--- src/rtl/irqc_pkg.sv ---
package irqc_pkg;
  localparam int WORD_W     = 32;
  localparam int NUM_LVL    = 15;
  localparam int CODE_W     = 4;
  localparam int ADDR_W     = 2;
  localparam int SOFT_LSB   = 17;
  localparam int SOFT_SHIFT = 16;
  localparam int QUIRK_BIT  = 14;
  localparam logic [WORD_W-1:0] SOFT_MASK = 32'hFFFE_0000;

  typedef enum logic [ADDR_W-1:0] {
    A_READ  = 2'd0,
    A_CLEAR = 2'd1,
    A_SET   = 2'd2,
    A_NONE  = 2'd3
  } reg_addr_e;
endpackage

--- src/rtl/irqc_pend_reg.sv ---
module irqc_pend_reg
  import irqc_pkg::*;
#(
  parameter int TIMER_LEVEL = 10
) (
  input  logic                 clk,
  input  logic                 rst,
  input  logic                 wr_en,
  input  logic [ADDR_W-1:0]    addr,
  input  logic [WORD_W-1:0]    wr_data,
  input  logic                 hw_stb,
  input  logic                 hw_set,
  input  logic [CODE_W-1:0]    hw_level,
  input  logic                 timer_in,
  output logic [WORD_W-1:0]    pend_q,
  output logic [WORD_W-1:0]    pend_nxt
);
  logic              timer_q;
  logic              tmr_rise, tmr_fall;
  logic [WORD_W-1:0] clr_bits;

  assign tmr_rise = timer_in & ~timer_q;
  assign tmr_fall = ~timer_in & timer_q;

  always_comb begin
    clr_bits = wr_data;
    if (wr_data[QUIRK_BIT]) clr_bits[WORD_W-1] = 1'b1;
    clr_bits = clr_bits & SOFT_MASK;
  end

  always_comb begin
    pend_nxt = pend_q;
    if (wr_en && addr == A_CLEAR) pend_nxt = pend_nxt & ~clr_bits;
    if (wr_en && addr == A_SET)   pend_nxt = pend_nxt | (wr_data & SOFT_MASK);
    if (hw_stb && hw_level != '0) pend_nxt[hw_level] = hw_set;
    if (tmr_rise) pend_nxt[TIMER_LEVEL] = 1'b1;
    if (tmr_fall) pend_nxt[TIMER_LEVEL] = 1'b0;
  end

  always_ff @(posedge clk) begin
    if (rst) begin
      pend_q  <= '0;
      timer_q <= 1'b0;
    end else begin
      pend_q  <= pend_nxt;
      timer_q <= timer_in;
    end
  end


  set_write_chk: assert property (@(posedge clk) disable iff (rst)
    (wr_en && addr == A_SET) |=>
      ((pend_q & $past(wr_data) & SOFT_MASK) == ($past(wr_data) & SOFT_MASK)));


  clear_write_chk: assert property (@(posedge clk) disable iff (rst)
    (wr_en && addr == A_CLEAR) |=>
      (((pend_q & $past(wr_data) & SOFT_MASK) == '0) &&
       !($past(wr_data[QUIRK_BIT]) && pend_q[WORD_W-1])));


  ignored_write_chk: assert property (@(posedge clk) disable iff (rst)
    (wr_en && (addr == A_READ || addr == A_NONE)) |=>
      ((pend_q & SOFT_MASK) == ($past(pend_q) & SOFT_MASK)));


  hw_strobe_chk: assert property (@(posedge clk) disable iff (rst)
    (hw_stb && hw_level != '0 && !((tmr_rise || tmr_fall) && hw_level == TIMER_LEVEL)) |=>
      (pend_q[$past(hw_level)] == $past(hw_set)));


  timer_edge_chk: assert property (@(posedge clk) disable iff (rst)
    (timer_in != timer_q) |=> (pend_q[TIMER_LEVEL] == $past(timer_in)));
endmodule

--- src/rtl/irqc_prio_enc.sv ---
module irqc_prio_enc
  import irqc_pkg::*;
#(
  parameter int N = NUM_LVL,
  parameter int W = CODE_W
) (
  input  logic [N-1:0] vec,
  output logic [W-1:0] code
);
  always_comb begin
    code = '0;
    for (int i = 0; i < N; i++) begin
      if (vec[i]) code = W'(i + 1);
    end
  end
endmodule

--- src/rtl/irqc_cpu_combiner.sv ---
module irqc_cpu_combiner
  import irqc_pkg::*;
#(
  parameter int TIMER_LEVEL = 10
) (
  input  logic                 clk,
  input  logic                 rst,
  input  logic                 wr_en,
  input  logic [ADDR_W-1:0]    addr,
  input  logic [WORD_W-1:0]    wr_data,
  output logic [WORD_W-1:0]    rd_data,
  input  logic [NUM_LVL-1:0]   sys_levels,
  input  logic                 hw_stb,
  input  logic                 hw_set,
  input  logic [CODE_W-1:0]    hw_level,
  input  logic                 timer_in,
  output logic [NUM_LVL-1:0]   lvl_vec,
  output logic [CODE_W-1:0]    lvl_code
);
  logic [WORD_W-1:0]  pend_q, pend_nxt;
  logic [NUM_LVL-1:0] vec_nxt;
  logic [CODE_W-1:0]  code_nxt;

  irqc_pend_reg #(.TIMER_LEVEL(TIMER_LEVEL)) u_pend (
    .clk(clk), .rst(rst), .wr_en(wr_en), .addr(addr), .wr_data(wr_data),
    .hw_stb(hw_stb), .hw_set(hw_set), .hw_level(hw_level),
    .timer_in(timer_in), .pend_q(pend_q), .pend_nxt(pend_nxt)
  );

  assign vec_nxt = sys_levels | pend_nxt[WORD_W-1:SOFT_LSB];

  irqc_prio_enc #(.N(NUM_LVL), .W(CODE_W)) u_enc (
    .vec(vec_nxt), .code(code_nxt)
  );

  always_ff @(posedge clk) begin
    if (rst) begin
      lvl_vec  <= '0;
      lvl_code <= '0;
      rd_data  <= '0;
    end else begin
      lvl_vec  <= vec_nxt;
      lvl_code <= code_nxt;
      rd_data  <= (addr == A_READ) ? pend_q : '0;
    end
  end


  vec_merge_chk: assert property (@(posedge clk) disable iff (rst)
    1'b1 |=> (lvl_vec == ($past(sys_levels) | pend_q[WORD_W-1:SOFT_LSB])));


  code_empty_chk: assert property (@(posedge clk) disable iff (rst)
    ((lvl_vec == '0) == (lvl_code == '0)));


  code_top_chk: assert property (@(posedge clk) disable iff (rst)
    (lvl_code != '0) |-> (lvl_vec[lvl_code - 1'b1] && ((lvl_vec >> lvl_code) == '0)));


  read_zero_chk: assert property (@(posedge clk) disable iff (rst)
    (addr != A_READ) |=> (rd_data == '0));
endmodule

--- config.mk ---
export PLATFORM = sky130hd
export DESIGN_NAME = irqc_cpu_combiner
export DESIGN_NICKNAME = d
export VERILOG_FILES = /design/src/rtl/irqc_pkg.sv /design/src/rtl/irqc_pend_reg.sv /design/src/rtl/irqc_prio_enc.sv /design/src/rtl/irqc_cpu_combiner.sv
export SDC_FILE = /design/constraint.sdc
export NUM_CORES = 1
export LEC_CHECK = 0
export BUFFER_PORTS_ARGS = -buffer_cell sky130_fd_sc_hd__buf_2
export CORE_MARGIN = 8
export CORE_UTILIZATION = 35
export DETAILED_ROUTE_END_ITERATION = 8
export MAX_ROUTING_LAYER = met4
export PLACE_DENSITY = 0.57
export SYNTH_ARGS = -nofsm -noshare
export SYNTH_HDL_FRONTEND = slang
export SYNTH_SLANG_ARGS = --single-unit
--- constraint.sdc ---
create_clock -name clk -period 2.2 [get_ports clk]
set_input_delay 0.33 -clock clk [delete_from_list [all_inputs] [get_ports clk]]
set_output_delay 0.33 -clock clk [all_outputs]
set_load 0.01 [all_outputs]
==> impl_results.md, run 1 <==
* Largest family of logic cells by synthesized area: simple AND/OR/NAND/NOR gates
* Total power at 2.86 mW
* Mux contribution to synthesized area at 2.26%
* Rel. slew slack at 40.6%
* FMAX at 0.576 GHz
* Postcts setup bufs at 0
* Crit path required time at 2410 ps
* DRT Wirelength at 8120 um
* GRT Util Overall at 14.2%
* Setup TNS at 0 ps
* Most common cell in the netlist: dfxtp_1
* Post-synth EDFFs at 0
* Root Driver: clkbuf_8
* Clock sink count at 82
* Die span in x at 110 um
* Final setup fails at 0
* Core box area at 0.00868 mm^2
* Residual DRC at 0
* Dominant synthesized flop cell: dfxtp_1
* Final net count at 469
* Final Hold Vio Count at 0
* CTS resizes at 0
* Asr flop ratio synth at 0%
* Die area at 0.0121 mm^2
* Synth Area in Simple Gates at 22.6%
* Xor and xnor area share after synthesis at 0%
* Hpwl dp at 5890 um
* Pin slew with the least headroom to its limit at 887 ps
* Routed WL per cell at 15.5 um
* Max_cap viols at 0
* Post-synthesis instance total at 323
* Mean Syn Cell Area at 9.62 um^2
* Post-synth cell types at 41
* Chip Height at 110 um
* Ant. Diodes at 0
* Syn Std Cell Area at 0.00311 mm^2
* Vias in the first global route at 2604
* Area Growth Syn to Fin at 23.2%
* Reg clk slew, reported paths at 80 ps
* Power per cell area at 748 mW/mm^2
* Worst-skew pair later-pin latency at 340 ps
* VDD IR max at 273 uV
* Max-slew violations at 0
* Total gr overflow at 0
* CP Class: input pin to register
* Core Rows at 34
* Share of synthesized cell area in full adder, half adder and majority cells at 0.322%
* Crit Path Max Fanout at 13
* Num CTS Buffers at 9
* H-Tree Depth at 3
* Post-route ant nets at 0
* Share of cells above drive strength 1 at 31.1%
* I/O Pins at 110
* CTS tree: done
* CTS Buffer Depth at 2
* Vias post-DR at 2656
* Sequential element share of the synthesized area at 52.8%
* TritonRoute pass-1 iters at 5
* Unrepaired setup endpoints after global routing: false
* PortBufs at 92
* Main area contributors after synthesis: dfxtp_1 53%, and2_1 6.2%, nor2_1 5.4%, a221oi_2 2.9%, a22oi_1 2.9%
* Initial Util at 35.8%
* Nature of the critical path endpoint: register
* Sequential Area at 0.00164 mm^2
* Hold buffer count at CTS at 0
* Tmin final at 1740 ps
* Hold Crit Class: input pin to register
* Setup crit start kind: input pin
* WP data arrival at 1950 ps
* Compound-Gate Fraction of Synth Area at 18.2%
* Fillcell total at 888
* DR iter-0 viols at 109
* Mean number of vias per cell at 5.08
* Seq cells post-synth at 82
* Initial antenna violation count at 0
* Warnings, synthesis at 0
* Synth top cells by count: 82 x dfxtp_1, 45 x nor2_1, 31 x and2_1
* Syn Nets at 382
* Cell taking the most area after synthesis: dfxtp_1
* P_leak at 1.66 nW
* Post-synth top area share at 52.8%
* Run status: finished, final reports clean
* First-pass GRT wire length at 13100 um
* Worst clock skew at 7.70 ps
* GP Congestion at 0.776
* Final worst path period share at 78.9%
* Multi-input gate area at 0.00135 mm^2
* Largest net degree at the start of global routing at 54
## through the flow
stage	utilization, %	hold WS, ps	setup WS, ps	instances	instance area, um^2
6_report	44.1	200	464	523	3830
5_1_grt	44.1	198	351	523	3830
4_1_cts	44.1	187	496	523	3830
3_5_place_dp	42.1	437	133	507	3660
3_3_place_gp	42.1	432	151	507	3660
2_1_floorplan	-	423	608	323	3110
## layout by cell type, fill, tap and decap left out, types with 7 or more instances in the layout
master,count
a21oi_1,13
a22oi_1,12
a31o_1,8
and2_1,31
buf_2,92
clkbuf_8,10
dfxtp_1,82
mux2i_1,7
nand2_1,13
nand3_1,17
nor2_1,45
o21ai_0,9
## routing by layer
layer  part of all wire [%]  wire length [um]  track usage, %
met4                    1.1                90            5.71
met2                     44              3600            21.2
met5                      0                 0               -
met1                     48              3880            18.3
met3                    6.7               548            3.20
## critical path: stages
cell      delay [ps]
buf_2            220
inv_2            180
a31o_1           270
a221oi_2         470
nand2_1          130
nor3_1           240
o22ai_1          110
## path summary, 6_finish.rpt
path                     startpoint              to  slack, ps  cells after the start
hold reg to reg    u_pend.pend_q[9]      rd_data[9]        450                      1
setup reg to reg  u_pend.pend_q[22]     lvl_code[2]        560                      5
hold / removal             timer_in  u_pend.timer_q        200                      3
setup / recovery            addr[0]     lvl_code[1]        460                      7
## flip-flops by register name (all words and copies together), names as in the netlist
register,flops
lvl_vec,15
u_pend.timer_q,1
lvl_code,4
rd_data,31
u_pend.pend_q,31
## area by class of cell
| class | instances | area share [%] |
|---|---|---|
| clock inverter | 5 | 0.785 |
| timing repair buffer | 98 | 13.5 |
| sequential | 82 | 42.9 |
| inverter | 2 | 0.196 |
| multi-input combinational | 217 | 35.4 |
| tap | 108 | 3.53 |
| clock buffer | 11 | 3.69 |
## cells by family (layout without fill, tap and decap cells)
logic type,after synthesis,in the layout
compound gates,73,73
fa+ha+maj,1,1
buf+inv,24,116
flops,82,82
mux,7,7
other cells,1,1
simple gates,135,135
## power by group
part,switching (mW),leakage (nW),internal [mW]
sequential,0.0267,0.669,1.53
clock,0.529,0.0851,0.435
combinational,0.197,0.907,0.142
(Power assumes the default switching activity.)
==> run 2, diff against run 1 <==
--- a/config.mk
+++ b/config.mk
@@ -10,7 +10,7 @@
 export CORE_UTILIZATION = 35
 export DETAILED_ROUTE_END_ITERATION = 8
 export MAX_ROUTING_LAYER = met4
-export PLACE_DENSITY = 0.57
+export PLACE_DENSITY = 0.59
 export SYNTH_ARGS = -nofsm -noshare
 export SYNTH_HDL_FRONTEND = slang
 export SYNTH_SLANG_ARGS = --single-unit
==> constraint.sdc (replaced) <==
create_clock -name clk -period 1.5 [get_ports clk]
set_input_delay 0.225 -clock clk [delete_from_list [all_inputs] [get_ports clk]]
set_output_delay 0.225 -clock clk [all_outputs]
set_load 0.01 [all_outputs]
==> run 2 against run 1 <==
Against the previous run: the flow now finishes with violations (negative setup slack); first-iteration DRC count is 28% higher; total power is 61% higher; cell area is 14% higher; sequential power is 46% higher; final cell count is 10% higher; flip-flop and latch count stayed put; largest power group unchanged.
==> impl_results.md, run 2 (synthesized netlist as in run 1, its figures left out) <==
* Run status: finished with violations
* Failing checks: negative setup slack
* Die area at 0.0121 mm^2
* R2R cell count at 5
* Power per cell area at 1060 mW/mm^2
* Hpwl dp at 6540 um
* Reg2Reg Launch Point: u_pend.pend_q[26]
* Root Driver: clkbuf_8
* Initial Util at 35.8%
* Top flop regs: rd_data x31, u_pend.pend_q x31, lvl_vec x15
* Die span in x at 110 um
* Worst setup margin at -49.9 ps
* Crit path required time at 1780 ps
* Tmin final at 1550 ps
* Core box area at 0.00868 mm^2
* Num CTS Buffers at 9
* P_leak at 1.96 nW
* Vias post-DR at 2832
* Met1 Usage GRT at 17.8%
* Crit Path Max Fanout at 4
* Total gr overflow at 0
* CTS Buffer Depth at 2
* Worst-skew pair later-pin latency at 350 ps
* Chip Height at 110 um
* Hold EP: u_pend.timer_q
* Most frequent cells in the layout: 91 x buf_2, 80 x dfxtp_1, 57 x buf_4
* PortBufs at 92
* Worst clock skew at 5.69 ps
* DR iter-0 viols at 140
* WP data arrival at 1830 ps
* GRT Util Overall at 15.1%
* Initial antenna violation count at 0
* GR Layer Usage met2 at 24.5%
* Setup crit start kind: register
* Buffer and inverter count on the worst path at 0
* CP Class: register to register
* Nature of the critical path endpoint: register
* Hold buffer count at CTS at 0
* Commonest non-fill, non-tap cell in the layout: buf_2
* Final Hold Vio Count at 0
* Core Rows at 34
* R2R Setup Slk at -50 ps
* Fillcell total at 858
* Critical Path Max Stage Delay at 430 ps
* Gr busiest metal: met2
* Reg clk slew, reported paths at 80 ps
* Slowest-stage cell, CP: a221oi_4
* Hold_sp: timer_in
* Worst hold slack at 86.4 ps
* Max_cap viols at 0
* Largest net degree at the start of global routing at 30
* Final net count at 522
* GR Layer Usage met3 at 3.02%
* DRT Wirelength at 8790 um
* TritonRoute pass-1 iters at 4
* First-pass GRT wire length at 13700 um
* Max-slew violations at 0
* Share of cells above drive strength 1 at 41.5%
* GP Congestion at 0.822
* Mean number of vias per cell at 4.92
* I/O Pins at 110
* Crit path max-delay family: compound AO/OA/AOI/OAI gates
* Final setup fails at 3
* Post-route ant nets at 0
* VDD IR max at 442 uV
* H-Tree Depth at 3
* Cells on Worst Hold Path at 3
* Vias in the first global route at 2881
* Ant. Diodes at 0
* Hold Crit Class: input pin to register
* FMAX at 0.645 GHz
* CTS tree: done
* Worst r2r dst: lvl_code[2]
* Area Growth Syn to Fin at 40.7%
* Clock sink count at 82
* Final worst path period share at 103%
* Unrepaired setup endpoints after global routing: true
* Fin util at 50.4%
* Routed WL per cell at 15.3 um
* Residual DRC at 0
* Critical path, cell by cell: a31o_1 -> a221oi_4 -> and2_1 -> o311ai_2 -> a21oi_1
run 2: layer usage:
metal,wire (um),vias to the layer above
met5,0,-
met4,125,0
met3,490,10
met2,4130,78
met1,4040,1328
li1,-,1416
run 2: timing repair:
action / 4_1_cts / 5_1_grt
setup buffers: 1 / 1
gates resized for setup: 4 / 15
pin swaps: 7 / 6
setup endpoints to repair: 3 / 4
run 2: worst register-to-register path, stage by stage (launching register included):
cell and delay (ps):
dfxtp_1 320, a31o_1 230, a221oi_4 430, and2_1 240, o311ai_2 120, a21oi_1 150
run 2: metrics by stage:
step	TNS (ps)	worst slack [ps]	std cells	cell area, um^2	total power [mW]
2_1_floorplan	0	12.7	323	3110	2.64
3_3_place_gp	-1560	-349	558	4040	2.95
3_5_place_dp	-1790	-388	558	4040	2.96
4_1_cts	-85.7	-62.1	575	4290	4.64
5_1_grt	-386	-133	576	4370	4.84
6_report	-71.9	-49.9	576	4370	4.62
run 2: cell type report:
cell class / count / area [um^2] / area share [%]
Clock buffer: 11 / 151 / 3.46
Clock inverter: 5 / 61.3 / 1.40
Tap cell: 108 / 135 / 3.09
Multi-Input combinational cell: 217 / 1450 / 33.2
Inverter: 2 / 7.51 / 0.172
Timing Repair Buffer: 151 / 922 / 21.1
Sequential cell: 82 / 1640 / 37.6
run 2: power breakdown:
| group | switching, mW | leakage, nW | internal [mW] |
|---|---|---|---|
| logic | 0.353 | 1.18 | 0.324 |
| registers | 0.0292 | 0.670 | 2.25 |
| clock network | 0.798 | 0.110 | 0.869 |
| total | 1.18 | 1.96 | 3.44 |
run 2: worst max-delay path by stage:
stage | endpoint | slack, ps | startpoint | cells after the start
after detailed placement | lvl_code[1] | -390 | wr_en | 6
after global routing | lvl_code[2] | -130 | u_pend.pend_q[24] | 5
after CTS | lvl_code[2] | -60 | u_pend.pend_q[22] | 5
after global placement | lvl_code[2] | -350 | wr_en | 6
final | lvl_code[2] | -50 | u_pend.pend_q[26] | 5
after floorplan | lvl_code[0] | 10 | wr_en | 6
